<file path="src/rtl/can_bit_timer.sv">
module can_bit_timer #(
  parameter int TS1_W = 4,
  parameter int TS2_W = 3,
  parameter int SJW_W = 2
) (
  input  logic             clk,
  input  logic             rst,
  input  logic             tq_en,
  input  logic [TS1_W-1:0] ts1_cfg,
  input  logic [TS2_W-1:0] ts2_cfg,
  input  logic [SJW_W-1:0] sjw_cfg,
  input  logic             hard_sync_en,
  input  logic             rx_in,
  output logic             sample_bit,
  output logic             sample_valid,
  output logic             tx_point
);
  localparam int CW = TS1_W + 2;

  typedef enum logic [1:0] {IDLE, SYNC, SEG1, SEG2} seg_t;

  seg_t          seg, seg_n;
  logic [CW-1:0] cnt, cnt_n, lim, lim_n, lim_e;
  logic          used, used_n, prev_rx, smp, txp;

  wire [CW-1:0] t1   = CW'(ts1_cfg) + CW'(1);
  wire [CW-1:0] t2   = CW'(ts2_cfg) + CW'(1);
  wire [CW-1:0] sjw  = CW'(sjw_cfg) + CW'(1);
  wire          fall = tq_en & prev_rx & ~rx_in;
  wire          rsy  = fall & ~used;
  wire [CW-1:0] q    = cnt + CW'(1);
  wire [CW-1:0] err2 = lim - cnt;
  wire [CW-1:0] adj1 = (q < sjw) ? q : sjw;
  wire [CW-1:0] adj2 = (err2 < sjw) ? err2 : sjw;

  always_comb begin
    seg_n  = seg;
    cnt_n  = cnt;
    lim_n  = lim;
    used_n = used;
    lim_e  = lim;
    smp    = 1'b0;
    txp    = 1'b0;
    if (tq_en) begin
      if (fall && (seg == IDLE || hard_sync_en)) begin
        txp = 1'b1; seg_n = SEG1; cnt_n = '0; lim_n = t1; used_n = 1'b1;
      end else begin
        case (seg)
          SYNC: begin
            txp = 1'b1; seg_n = SEG1; cnt_n = '0; lim_n = t1; used_n = 1'b0;
          end
          SEG1: begin
            if (rsy) begin
              lim_e  = lim + adj1;
              used_n = 1'b1;
            end
            if (q == lim_e) begin
              smp = 1'b1; seg_n = SEG2; cnt_n = '0; lim_n = t2;
            end else begin
              cnt_n = q; lim_n = lim_e;
            end
          end
          SEG2: begin
            if (rsy) begin
              lim_e  = lim - adj2;
              used_n = 1'b1;
            end
            if (rsy && q > lim_e) begin
              txp = 1'b1; seg_n = SEG1; cnt_n = '0; lim_n = t1;
            end else if (q == lim_e) begin
              seg_n = SYNC; cnt_n = '0;
            end else begin
              cnt_n = q; lim_n = lim_e;
            end
          end
          default: ;
        endcase
      end
    end
  end

  always_ff @(posedge clk) begin
    if (rst) begin
      seg          <= IDLE;
      cnt          <= '0;
      lim          <= '0;
      used         <= 1'b0;
      prev_rx      <= 1'b1;
      sample_bit   <= 1'b1;
      sample_valid <= 1'b0;
      tx_point     <= 1'b0;
    end else begin
      seg          <= seg_n;
      cnt          <= cnt_n;
      lim          <= lim_n;
      used         <= used_n;
      sample_valid <= smp;
      tx_point     <= txp;
      if (tq_en) prev_rx <= rx_in;
      if (smp) sample_bit <= rx_in;
    end
  end

  a_r2_count_in_segment: assert property (@(posedge clk) disable iff (rst)
    (seg == SEG1 || seg == SEG2) |-> cnt < lim);
  a_r5_seg1_stretch_bound: assert property (@(posedge clk) disable iff (rst)
    (seg == SEG1) |-> lim <= t1 + sjw);
  a_r6_seg2_never_longer: assert property (@(posedge clk) disable iff (rst)
    (seg == SEG2) |-> lim <= t2);
  a_r9_no_tick_no_strobe: assert property (@(posedge clk) disable iff (rst)
    !tq_en |=> !sample_valid && !tx_point);
  a_r3_strobes_apart: assert property (@(posedge clk) disable iff (rst)
    !(sample_valid && tx_point));
  a_r1_idle_silent: assert property (@(posedge clk) disable iff (rst)
    (seg == IDLE && !fall) |=> !tx_point && !sample_valid);
endmodule

</file>
<file path="config.mk">
export PLATFORM = sky130hd
export DESIGN_NAME = can_bit_timer
export DESIGN_NICKNAME = d
export VERILOG_FILES = /design/src/rtl/can_bit_timer.sv
export SDC_FILE = /design/constraint.sdc
export NUM_CORES = 1
export LEC_CHECK = 0
export ABC_AREA = 1
export BUFFER_PORTS_ARGS = -buffer_cell sky130_fd_sc_hd__buf_2
export CAP_MARGIN = 0
export CORE_MARGIN = 10
export CORE_UTILIZATION = 45
export DETAILED_ROUTE_END_ITERATION = 10
export PLACE_DENSITY_LB_ADDON = 0.1
export REMOVE_ABC_BUFFERS = 1
export SYNTH_ARGS = -nofsm -noshare
export SYNTH_HDL_FRONTEND = slang
export SYNTH_SLANG_ARGS = --single-unit
export TNS_END_PERCENT = 10
</file>
<file path="constraint.sdc">
create_clock -name clk -period 5.6 [get_ports clk]
set_clock_uncertainty 0.15 [all_clocks]
set_input_delay 0.28 -clock clk [delete_from_list [all_inputs] [get_ports clk]]
set_output_delay 0.28 -clock clk [all_outputs]
set_load 0.01 [all_outputs]
</file>
# After elaboration in Yosys (flattened, before gate mapping)
# Index checks and enable logic that the tools add are counted.
# classes
add_sub_neg	7
order_cmp	3
n_eq_ne	9
n_mux	35
bitwise	6
reduce_logical	12
# op_table
operator	count
6-bit two-way mux	18
6-bit one-hot mux with 3 select lines	2
6-bit equality test	2
6-bit by 3-bit < comparator with 1-bit output	2
6-bit subtractor	2
1-bit two-way mux	8
2-bit two-way mux	4
4-bit != test (second input constant)	2
6-bit by 1-bit adder with 6-bit output (second input constant)	1
6-bit adder	1
6-bit > comparator	1
2-bit one-hot mux with 3 select lines	1
3-bit AND reduction	2
4-bit by 1-bit adder with 5-bit output (second input constant)	1
3-bit by 1-bit adder with 4-bit output (second input constant)	1
2-bit equality test (second input constant)	2
1-bit one-hot mux with 2 select lines	2
4-bit AND reduction	1
4-bit nonzero test	1
2-bit OR reduction	2
2-bit by 1-bit adder with 3-bit output (second input constant)	1
1-bit AND	3
3-bit by 1-bit != test with 1-bit output (second input constant)	1
3-bit != test (second input constant)	1
7 further kinds	10
# word_totals
reg_bits	19
in_bits	14
out_inout_bits	3

# Logic depth before layout (Yosys ltp)
# logic_depth
word_depth	13
mapped_depth	33
depth_no_buf	33

# Least setup slack after synthesis
# OpenSTA, ideal clock, no wires.
# synth_path
path_kind	register to register
from	reg cnt[0]
to	reg lim[0]
setup_time_ns	0.066
t_arrival_ns	4.507
slack_ns	0.877
stages_incl_launch_ff	31
n_path_buf	0
synth_period_minus_slack_ns	4.723
cell_sequence	dfxtp_1 ha_1 fa_1 inv_1 ha_1 a21boi_0 o21ai_0 nand4_1 nand2_1 o21ai_0 ha_1 fa_1 nor2_1 nor2_1 nor2_1 nor2_1 xor2_1 o21ai_0 ha_1 nand2_1 nor2_1 o21ai_0 o211ai_1 nand3_2 nand2_2 nor2_2 a21oi_4 inv_2 a21oi_1 nand2_1 a21oi_2
# synth_between
elab_chain_cells	13
# synth_lines
element	line	rtl
from (decl)	23	logic [CW-1:0] cnt, cnt_n, lim, lim_n, lim_e;
from (signal assigned)	94	cnt <= cnt_n;
6-bit subtractor	32	wire [CW-1:0] err2 = lim - cnt;
6-bit by 3-bit < comparator with 1-bit output	34	wire [CW-1:0] adj2 = (err2 < sjw) ? err2 : sjw;
6-bit two-way mux	34	
6-bit subtractor	65	lim_e = lim - adj2;
6-bit two-way mux	64	if (rsy) begin
6-bit two-way mux	48	case (seg)
6-bit two-way mux	45	if (fall && (seg == IDLE || hard_sync_en)) begin
6-bit two-way mux	44	if (tq_en) begin
6-bit > comparator	68	if (rsy && q > lim_e) begin
1-bit logical AND	68	
6-bit two-way mux	68	
6-bit one-hot mux with 3 select lines	48	
6-bit two-way mux	45	
to (signal assigned)	95	lim <= lim_n;
to (decl)	23	
# Parallel ways exist; a longest one is shown, timed or not. The select of a mux whose other input is x is not followed.
# A chain may end at the register's enable or synchronous reset.

# Worst setup path in the final report
# layout_path
from	reg lim[0]
to	reg lim[0]
# layout_between
elab_chain_cells	13
# layout_lines
element	line
6-bit subtractor	32
6-bit by 3-bit < comparator with 1-bit output	34
6-bit two-way mux	34
6-bit subtractor	65
6-bit two-way mux	64
6-bit two-way mux	48
6-bit two-way mux	45
6-bit two-way mux	44
6-bit > comparator	68
1-bit logical AND	68
6-bit two-way mux	68
6-bit one-hot mux with 3 select lines	48
6-bit two-way mux	45
# Parallel ways exist; a longest one is shown, timed or not. The select of a mux whose other input is x is not followed.

==> reports/metrics.cfg <==
[cts]
clk_pin_slew_worst_paths_ns = 0.08
cts_buffer_depth = 2
cts_tree = yes
numCtsBuffers = 3
clock-sinks = 19
clock_latency_ns = 0.26
clockRootBuffer = clkbuf_8
ctsHoldBuffers = 0
htree_levels = 1

[setup_path]
cp-start-kind = flip-flop
cp-end-kind = flip-flop
crit_fanout = 10
arrival_ns = 5.21
cpPeakStageDelay_ns = 0.48
cp_top_family = compound AO/OA/AOI/OAI gates
required_ns = 5.64
worstSetupPathType = flip-flop to flip-flop
crit_slowest_cell = fa_1
timing.critical_path.buf_inv = 3
cpMostUsedCell = nand2_1

[timing]
tns_ns = 0
max_freq_ghz = 0.193
min_period_ns = 5.17
setup_viol = 0
fin_crit_sh_pct = 92.3
hold_viol_final = 0
slew_headroom_pct = 56.2
rsz0062_at_grt = no
final_max_slew_viol_count = 0
worst-slew-pin-transition_ns = 0.655

[floorplanning]
core_area_mm2 = 0.00547
start_util_pct = 46.1
die_x_um = 94.9
rows = 27
ioPinCount = 17
die_h_um = 94.9
die_area_mm2 = 0.00901

[pwr]
peakVddDrop_mv = 0.120
power_frac_clock_pct = 19.8
p_seq_share_pct = 29.9
power.internal_w = 0.000285
netSwitchingPower_w = 0.000211
p_leak_nw = 1.37
power_density_mw_per_mm2 = 179
power_frac_comb_pct = 50.3
swShare_pct = 42.5

[run]
max_cap_violations = 0

[synth]
ys_seq_area_share_pct = 15.1
synth_area_leader_cell = dfxtp_1
ys_warn_count = 0
ys_top_cells_by_area = dfxtp_1, ha_1, nand2_1, inv_1, nand3_1
syn_inst = 396
yosysTopAreaCellShare_pct = 15.1
syn_avg_cell_area_um2 = 6.38
synth.distinct_cells = 38
syn_area_mm2 = 0.00252
synth_seq_cells = 19

[final_layout]
antenna_cells = 0
area_growth_pct = 9.71
mostFrequentLayoutCell = nand2_1
fin_area_mm2 = 0.00277
final_cell_mix = nand2_1, inv_1, nor2_1, nand3_1, ha_1
finalNetCount = 465
drive_gt1_share_pct = 14.4

[global_route]
grt_max_degree = 15
track_usage_pct = 15.0
grt_pass1_vias = 2296
antenna_found_initial = 0
grt_pass1_wl_mm = 10.9
overflow = 0

[detailed_routing]
drc = 0
final_antenna_net_count = 0
drt_iter0_markers = 125
num_vias = 2492
viasPerCell = 5.09
wl_per_cell_um = 13.4
drt_wl_total_mm = 6.55
firstDrtPassIters = 4

[placement]
gp_congestion = 0.948
port_buffers = 16
hpwlAfterDp_mm = 5.55
dpl_cell_area_mm2 = 0.00269

[status]
status = completed

[worst_hold_path]
hold_class = input port to flip-flop

cells in the mapped netlist:
library cell and number:
nor2_4 1, nand2_8 1, a21boi_0 1, nand2_4 3
nor2_1 41, or2_1 2, a21oi_2 3, xnor2_1 3
inv_2 2, clkbuf_1 2, o211ai_1 5, o21a_1 1
nand2_1 96, nand2_2 8, o21bai_1 1, o2111ai_1 1
conb_1 2, or2_4 2, inv_6 1, nor2_8 2
dfxtp_1 19, o21ai_0 17, nor3_1 5, nor2_2 2
a21oi_1 23, a31o_2 1, nand3_2 4, buf_6 1
a211oi_1 3, o21ai_1 1, nand3_1 39, xor2_1 8
fa_1 3, ha_1 29, a21oi_4 2, nand4_1 4
nand3b_1 2, inv_1 55
cell type report:
class / count / area [um2]
Sequential cell: 19 / 384
Clock buffer: 4 / 45.0
Inverter: 58 / 225
Tap cell: 72 / 90.1
Fill cell: 599 / 2700
Multi-Input combinational cell: 318 / 1920
Timing Repair Buffer: 19 / 103
power by group through the flow:
stage	logic (W)	registers [W]	clock network [W]
final	0.000250	0.000148	0.0000982
after global routing	0.000286	0.000149	0.000105
after CTS	0.000245	0.000148	0.000101
after detailed placement	0.000244	0.000151	0
after global placement	0.000242	0.000151	0
after floorplan	0.000190	0.000148	0
tightest hold or removal path: cells and delay by family:
family / cells / cell delay, ns
AOI/OAI and AO/OA: 2 / 0.11
buffers and inverters: 1 / 0.13
and+or+nand+nor: 1 / 0.07
registers in the layout, indices dropped and copies added, names as in the netlist:
register,count
cnt,6
lim,6
seg,2
prev_rx,1
sample_bit,1
sample_valid,1
tx_point,1
used,1
final timing paths:
path	from	endpoint	slack, ns	cells after the start
worst max-delay path	lim[0]	lim[0]	0.43	30
worst min-delay path	ts1_cfg[0]	lim[0]	0.22	4
worst max register to register	lim[0]	lim[0]	0.43	30
worst min register to register	sample_bit	sample_bit	0.32	2
through the flow:
| stage | hold WS (ns) | setup WS, ns | power (W) | utilization (%) | std cells |
|---|---|---|---|---|---|
| 6_report | 0.222 | 0.431 | 0.000496 | 50.6 | 490 |
| 5_1_grt | 0.262 | 0.000711 | 0.000540 | 50.6 | 490 |
| 4_1_cts | 0.233 | 0.317 | 0.000493 | 50.0 | 488 |
| 3_5_place_dp | 0.310 | 0.342 | 0.000394 | 49.2 | 484 |
| 3_3_place_gp | 0.305 | 0.503 | 0.000393 | 49.2 | 484 |
| 2_1_floorplan | 0.192 | 0.877 | 0.000338 | - | 395 |
kinds of logic (layout without fill, tap and decap cells):
| logic type | Yosys count | count (layout) | share of synthesized area (%) |
|---|---|---|---|
| AO/OA/AOI/OAI | 59 | 59 | 14.4 |
| buffers and inverters | 61 | 81 | 9.56 |
| AND/OR/NAND/NOR | 212 | 212 | 40.1 |
| flip-flops | 19 | 19 | 15.1 |
| adder cells (fa/ha/maj) | 32 | 32 | 16.7 |
| other | 2 | 4 | 0.297 |
| XOR/XNOR | 11 | 11 | 3.82 |
repair_timing:
item,in CTS,in global routing
setup endpoints to repair,0,6
gates resized for setup,0,10
buffers inserted,0,2
metal layers:
layer | track usage (%) | share of wire [%] | up-vias
met5 | 0 | 0 | -
met4 | 2.37 | 1.1 | 0
met3 | 2.78 | 4.1 | 6
met2 | 24.3 | 44 | 36
met1 | 20.5 | 51 | 1108
li1 | - | - | 1342
(Power assumes the default switching activity.)
